File: config.mk
export PLATFORM = sky130hd
export DESIGN_NAME = trig_capture_buf
export DESIGN_NICKNAME = d
export VERILOG_FILES = /design/src/rtl/cap_pkg.sv /design/src/rtl/cap_ctrl.sv /design/src/rtl/cap_store.sv /design/src/rtl/cap_rdmap.sv /design/src/rtl/trig_capture_buf.sv
export SDC_FILE = /design/constraint.sdc
export NUM_CORES = 1
export LEC_CHECK = 0
export CAP_MARGIN = 20
export CORE_MARGIN = 4
export CORE_UTILIZATION = 36
export CTS_CLUSTER_DIAMETER = 100
export CTS_CLUSTER_SIZE = 24
export DETAILED_ROUTE_END_ITERATION = 8
export GPL_TIMING_DRIVEN = 0
export PLACE_DENSITY = 0.62
export SYNTH_ARGS = -nofsm -noshare
export SYNTH_HDL_FRONTEND = slang
export SYNTH_SLANG_ARGS = --single-unit
File: constraint.sdc
create_clock -name clk -period 5.25 [get_ports clk]
set_clock_uncertainty 0.15 [all_clocks]
set_input_delay 1.05 -clock clk [delete_from_list [all_inputs] [get_ports clk]]
set_output_delay 1.05 -clock clk [all_outputs]
set_load 0.02 [all_outputs]
File: src/rtl/cap_pkg.sv
package cap_pkg;
    typedef enum logic [1:0] {
        MODE_AFTER  = 2'd0,
        MODE_CENTER = 2'd1,
        MODE_BEFORE = 2'd2,
        MODE_CONT   = 2'd3
    } cap_mode_e;

    typedef enum logic [1:0] {
        ST_IDLE,
        ST_PRETRIG,
        ST_POSTTRIG,
        ST_FROZEN
    } cap_state_e;
endpackage

File: src/rtl/cap_ctrl.sv
module cap_ctrl
    import cap_pkg::*;
#(
    parameter int DEPTH = 64,
    parameter int AW    = 6,
    parameter int CW    = 7
) (
    input  logic          clk,
    input  logic          rst_n,
    input  logic          arm,
    input  logic          stop,
    input  logic          trig,
    input  logic [1:0]    mode_in,
    input  logic [AW-1:0] wr_ptr,
    output logic          wr_en,
    output logic          armed,
    output logic          done,
    output logic          trig_hit,
    output logic [AW-1:0] trig_addr,
    output cap_mode_e     cur_mode
);
    localparam int TAIL_AFTER  = (DEPTH * 88) / 100;
    localparam int TAIL_CENTER = DEPTH / 2;
    localparam int TAIL_BEFORE = (DEPTH * 12) / 100;

    cap_state_e    state_q, state_d;
    cap_mode_e     mode_q;
    logic [CW-1:0] remain_q;
    logic [CW-1:0] tail_len;
    logic          stop_now;
    logic          take_trig;

    always_comb begin
        unique case (mode_q)
            MODE_AFTER:  tail_len = CW'(TAIL_AFTER);
            MODE_CENTER: tail_len = CW'(TAIL_CENTER);
            MODE_BEFORE: tail_len = CW'(TAIL_BEFORE);
            MODE_CONT:   tail_len = '0;
        endcase
    end

    // state register
    always_ff @(posedge clk or negedge rst_n) begin
        if (!rst_n) state_q <= ST_IDLE;
        else        state_q <= state_d;
    end

    // next-state logic
    always_comb begin
        state_d = state_q;
        if (arm) begin
            state_d = ST_PRETRIG;
        end else begin
            unique case (state_q)
                ST_IDLE:     state_d = ST_IDLE;
                ST_PRETRIG: begin
                    if (stop_now)       state_d = ST_FROZEN;
                    else if (take_trig) state_d = ST_POSTTRIG;
                end
                ST_POSTTRIG: if (remain_q == CW'(1)) state_d = ST_FROZEN;
                ST_FROZEN:   state_d = ST_FROZEN;
            endcase
        end
    end

    // outputs
    always_comb begin
        stop_now  = (state_q == ST_PRETRIG) && (mode_q == MODE_CONT) && stop;
        take_trig = !arm && (state_q == ST_PRETRIG) && (mode_q != MODE_CONT) && trig;
        wr_en     = !arm && (((state_q == ST_PRETRIG) && !stop_now) ||
                             (state_q == ST_POSTTRIG));
        armed     = (state_q == ST_PRETRIG) || (state_q == ST_POSTTRIG);
        done      = (state_q == ST_FROZEN);
        cur_mode  = mode_q;
    end

    // capture bookkeeping
    always_ff @(posedge clk or negedge rst_n) begin
        if (!rst_n) begin
            mode_q    <= MODE_AFTER;
            remain_q  <= '0;
            trig_hit  <= 1'b0;
            trig_addr <= '0;
        end else if (arm) begin
            mode_q    <= cap_mode_e'(mode_in);
            remain_q  <= '0;
            trig_hit  <= 1'b0;
            trig_addr <= '0;
        end else if (take_trig) begin
            remain_q  <= tail_len;
            trig_hit  <= 1'b1;
            trig_addr <= wr_ptr;
        end else if (state_q == ST_POSTTRIG) begin
            remain_q  <= remain_q - CW'(1);
        end
    end
endmodule

File: src/rtl/cap_store.sv
module cap_store #(
    parameter int PROBE_W = 8,
    parameter int DEPTH   = 64,
    parameter int AW      = 6,
    parameter int CW      = 7
) (
    input  logic               clk,
    input  logic               rst_n,
    input  logic               clr,
    input  logic               wr_en,
    input  logic [PROBE_W-1:0] wdata,
    input  logic [AW-1:0]      rd_phys,
    output logic [AW-1:0]      wr_ptr,
    output logic [CW-1:0]      fill,
    output logic [PROBE_W-1:0] rdata
);
    logic [PROBE_W-1:0] mem [DEPTH];

    always_ff @(posedge clk) begin
        if (wr_en) mem[wr_ptr] <= wdata;
    end

    always_ff @(posedge clk or negedge rst_n) begin
        if (!rst_n) begin
            wr_ptr <= '0;
            fill   <= '0;
        end else if (clr) begin
            wr_ptr <= '0;
            fill   <= '0;
        end else if (wr_en) begin
            wr_ptr <= (wr_ptr == AW'(DEPTH - 1)) ? '0 : wr_ptr + AW'(1);
            if (fill != CW'(DEPTH)) fill <= fill + CW'(1);
        end
    end

    assign rdata = mem[rd_phys];
endmodule

File: src/rtl/cap_rdmap.sv
module cap_rdmap #(
    parameter int DEPTH = 64,
    parameter int AW    = 6,
    parameter int CW    = 7
) (
    input  logic [AW-1:0] wr_ptr,
    input  logic [CW-1:0] fill,
    input  logic [AW-1:0] rd_idx,
    output logic [AW-1:0] rd_phys
);
    logic [AW-1:0] oldest;
    logic [AW:0]   sum;

    always_comb begin
        oldest  = (fill == CW'(DEPTH)) ? wr_ptr : '0;
        sum     = {1'b0, oldest} + {1'b0, rd_idx};
        rd_phys = (sum >= (AW+1)'(DEPTH)) ? AW'(sum - (AW+1)'(DEPTH)) : sum[AW-1:0];
    end
endmodule

File: src/rtl/trig_capture_buf.sv
module trig_capture_buf
    import cap_pkg::*;
#(
    parameter int PROBE_W = 8,
    parameter int DEPTH   = 64,
    localparam int AW     = $clog2(DEPTH),
    localparam int CW     = $clog2(DEPTH + 1)
) (
    input  logic               clk,
    input  logic               rst_n,
    input  logic               arm,
    input  logic               stop,
    input  logic               trig,
    input  logic [1:0]         mode,
    input  logic [PROBE_W-1:0] probe,
    input  logic [AW-1:0]      rd_idx,
    output logic               armed,
    output logic               done,
    output logic               trig_hit,
    output logic [AW-1:0]      trig_addr,
    output logic [CW-1:0]      valid_cnt,
    output logic [PROBE_W-1:0] rd_data
);
    logic          wr_en;
    logic [AW-1:0] wr_ptr;
    logic [AW-1:0] rd_phys;
    cap_mode_e     cur_mode;

    cap_ctrl #(.DEPTH(DEPTH), .AW(AW), .CW(CW)) u_ctrl (
        .clk(clk), .rst_n(rst_n), .arm(arm), .stop(stop), .trig(trig),
        .mode_in(mode), .wr_ptr(wr_ptr), .wr_en(wr_en), .armed(armed),
        .done(done), .trig_hit(trig_hit), .trig_addr(trig_addr),
        .cur_mode(cur_mode)
    );

    cap_store #(.PROBE_W(PROBE_W), .DEPTH(DEPTH), .AW(AW), .CW(CW)) u_store (
        .clk(clk), .rst_n(rst_n), .clr(arm), .wr_en(wr_en), .wdata(probe),
        .rd_phys(rd_phys), .wr_ptr(wr_ptr), .fill(valid_cnt), .rdata(rd_data)
    );

    cap_rdmap #(.DEPTH(DEPTH), .AW(AW), .CW(CW)) u_rdmap (
        .wr_ptr(wr_ptr), .fill(valid_cnt), .rd_idx(rd_idx), .rd_phys(rd_phys)
    );
endmodule

==> out/results.txt <==
Skew-Pair Late Insertion Delay - 0.58 ns
Finished Cell Area - 0.0248 mm²
Synthesized flop and latch total - 543
Crit Path Max Fanout - 6
FF/Latch Area - 0.0162 mm²
Worst Hold Class - primary input to async pin
Vias in the first global route - 11073
Largest net degree at the start of global routing - 50
Min Tclk post-route - 5.57 ns
Yosys top cell by area - edfxtp_1
Total CTS buffers - 26
Worst reg2reg path depth - 7
FP Rows - 90
Largest delay share family, worst path - multiplexers
Worst slew pin tran - 0.913 ns
Total power draw - 8.08 mW
Endpoints failing hold - 0
Seq pwr share - 60.2%
Type of element launching the critical path - register
Peak VDD IR - 0.269 mV
Slowest CP cell - fa_2
Worst Setup End Kind - primary output
Worst-path clk slew - 0.10 ns
RR Endpoint - u_store.mem[30][2]$_DFFE_PP_
Net Switching - 1.94 mW
Root buffer selected by CTS - clkbuf_16
Fill count - 5355
P&R area growth vs syn - 13.0%
Top_reg_cell synth - edfxtp_1
Logic pwr share - 12.2%
Die Width - 255 µm
DR vias/cell - 5.34
Register area share after synthesis - 73.7%
Sw frac - 24.0%
Synthesized instance count - 1101
Synth unique cells - 49
Congestion Overflow GR - 0
Core Area - 0.0604 mm²
Post-synth EDFFs - 512
Clk buf depth - 3
Multi-input gate area - 0.00578 mm²
Mapped Nets - 1137
I/O Pins - 45
Syn_area_per_cell - 19.9 µm²
Worst reg2reg path startpoint - u_ctrl.state_q[0]$_DFFE_PN0P_
Worst slack, placed - -1.68 ns
Die Ht - 255 µm
Max transition margin - 39.0%
Yosys top cell area share - 70.2%
Initial Util - 36.3%
Fmax achieved - 179 MHz
LEAKAGE - 7.90 nW
Wire per inst - 24.4 µm
Post-route DRC - 0
First-pass GRT wire length - 72100 µm
Slew Limit Fails - 0
DRT Wirelength - 48500 µm
Ys async rst share - 5.71%
Crit Path Category - register to primary output
Violated checks - negative setup slack
Ys Warns - 0
Initial antenna violation count - 4
CTS Sinks - 543
Most frequent CP cell - mux2i_1
Die area - 0.0649 mm²
Int Power - 6.15 mW
Critical path, cell by cell - or4_4, nor2_4, and2_4, ha_4, inv_2, fa_2, clkbuf_16, clkbuf_16, mux4_2, mux2i_1, mux2i_1, mux2i_1, mux2i_1, buf_4
Area after DPL - 0.0235 mm²
Clock power share - 27.6%
DRT iter0 DRCs - 1014
Fin worst setup slack - -0.324 ns
Setup violators final - 8
Fin crit share - 106%
H-tree level count - 1
Post-detail-place hpwl - 32500 µm
Port-buffer cells - 44
Mapped Area - 0.0219 mm²
TNS Setup - -2.16 ns
Diodes inserted - 0
R2r setup slk - 1.49 ns
Via Count - 10600
Pre-Repair DR Iteration Count - 5
Status - finished with violations
Synth top area cells - edfxtp_1, mux4_2, mux2i_1
Nets - 1229
Share of layout cells above drive strength 1 - 24.1%
GP Congestion - 0.800
RSZ-0062 raised after global routing - yes
Worst EP arrival - 4.37 ns
CP bufs+invs - 4
Gr usage total - 15.0%
Critical path's largest stage delay - 0.63 ns
Power Dens Cells - 326 mW/mm²
Number of nets with antenna violations after routing - 0
Max-cap viol count - 0
Worst Path Required - 4.05 ns
CTS tree - done
metrics by stage:
stage                     hold slack [ns]  std cells  util, %
after floorplan                     0.332       1101        -
after global placement              0.354       1927     38.7
after detailed placement            0.354       1936     38.9
after CTS                           0.357       1982     40.8
after global routing                0.417       1984     41.0
final                               0.356       1984     41.0
per-layer routing:
layer	vias up	track usage [%]	wire, µm
met3	52	1.90	2280
met2	284	25.3	24000
met4	8	2.67	948
met1	5643	21.3	21200
met5	-	0	50
li1	4613	-	-
final cells by class:
type | count | share of cell area, %
tap | 782 | 3.95
buffer | 53 | 1.84
inverter | 10 | 0.152
timing repair buffer | 64 | 2.58
clock inverter | 1 | 0.0455
clock buffer | 36 | 2.87
multi-input combinational | 495 | 23.3
sequential | 543 | 65.2
layout by cell type, fill, tap and decap left out, drive strengths merged, types with 2 or more instances in the layout:
cell / instances
a211oi: 3
a21o: 4
a21oi: 23
and2: 4
buf: 59
clkbuf: 67
clkdlybuf4s50: 27
dfrtp: 31
edfxtp: 512
ha: 14
inv: 11
mux2: 2
mux2i: 120
mux4: 128
nand2: 36
nand3: 11
nand3b: 5
nand4: 2
nor2: 92
nor3: 6
o2111ai: 2
o21ai: 7
or2: 2
or3: 5
xnor2: 6
xor2: 8
cell usage after synthesis (7+ instances only):
cell,n
inv_1,10
edfxtp_1,512
nand2_1,36
clkbuf_1,26
a21oi_1,23
mux4_2,128
ha_1,14
xor2_1,7
buf_2,21
nand3_1,11
dfrtp_1,31
nor2_1,91
mux2i_1,120
sequential cells by signal (all words and copies together) (netlist names):
| register | flops |
|---|---|
| u_ctrl.cur_mode | 2 |
| u_ctrl.remain_q | 7 |
| u_ctrl.state_q | 2 |
| u_ctrl.trig_addr | 6 |
| u_ctrl.trig_hit | 1 |
| u_store.fill | 7 |
| u_store.mem | 512 |
| u_store.wr_ptr | 6 |
cells by family (layout without fill, tap and decap cells):
family,after synthesis,after routing,synth area share (%)
AO/OA/AOI/OAI,46,46,1.26
XOR/XNOR,14,14,0.714
adder cells (fa/ha/maj),15,15,0.891
buffers and inverters,63,164,1.29
flip-flops,543,543,73.7
multiplexers,250,250,18.7
AND/OR/NAND/NOR,170,170,3.41
power groups by stage:
stage,logic (mW),clock network [mW],registers [mW]
3_3_place_gp,0.910,0,4.97
5_1_grt,1.07,2.42,4.88
2_1_floorplan,0.550,0,4.96
6_report,0.985,2.23,4.87
3_5_place_dp,0.936,0,4.96
4_1_cts,0.985,2.29,4.87
worst max path at each step:
stage                                startpoint    endpoint  slack (ns)  depth (start not counted)
global placement                      rd_idx[0]  rd_data[0]       -1.69                         12
global route        u_store.fill[2]$_DFFE_PN0P_  rd_data[5]       -0.38                         14
CTS                 u_store.fill[3]$_DFFE_PN0P_  rd_data[3]       -0.41                         14
floorplan           u_store.fill[4]$_DFFE_PN0P_  rd_data[5]        0.33                         13
detailed placement  u_store.fill[4]$_DFFE_PN0P_  rd_data[1]       -1.68                         14
finish              u_store.fill[2]$_DFFE_PN0P_  rd_data[3]       -0.32                         14
repair_timing:
item,4_1_cts,5_1_grt
setup buffers,7,2
setup endpoints to repair,8,8
gates cloned,2,0
pin swaps,5,4
resized for setup,137,27
hold endpoints to repair,0,0
hold buffers,0,0
No activity file was read; power rests on OpenSTA's default activity.
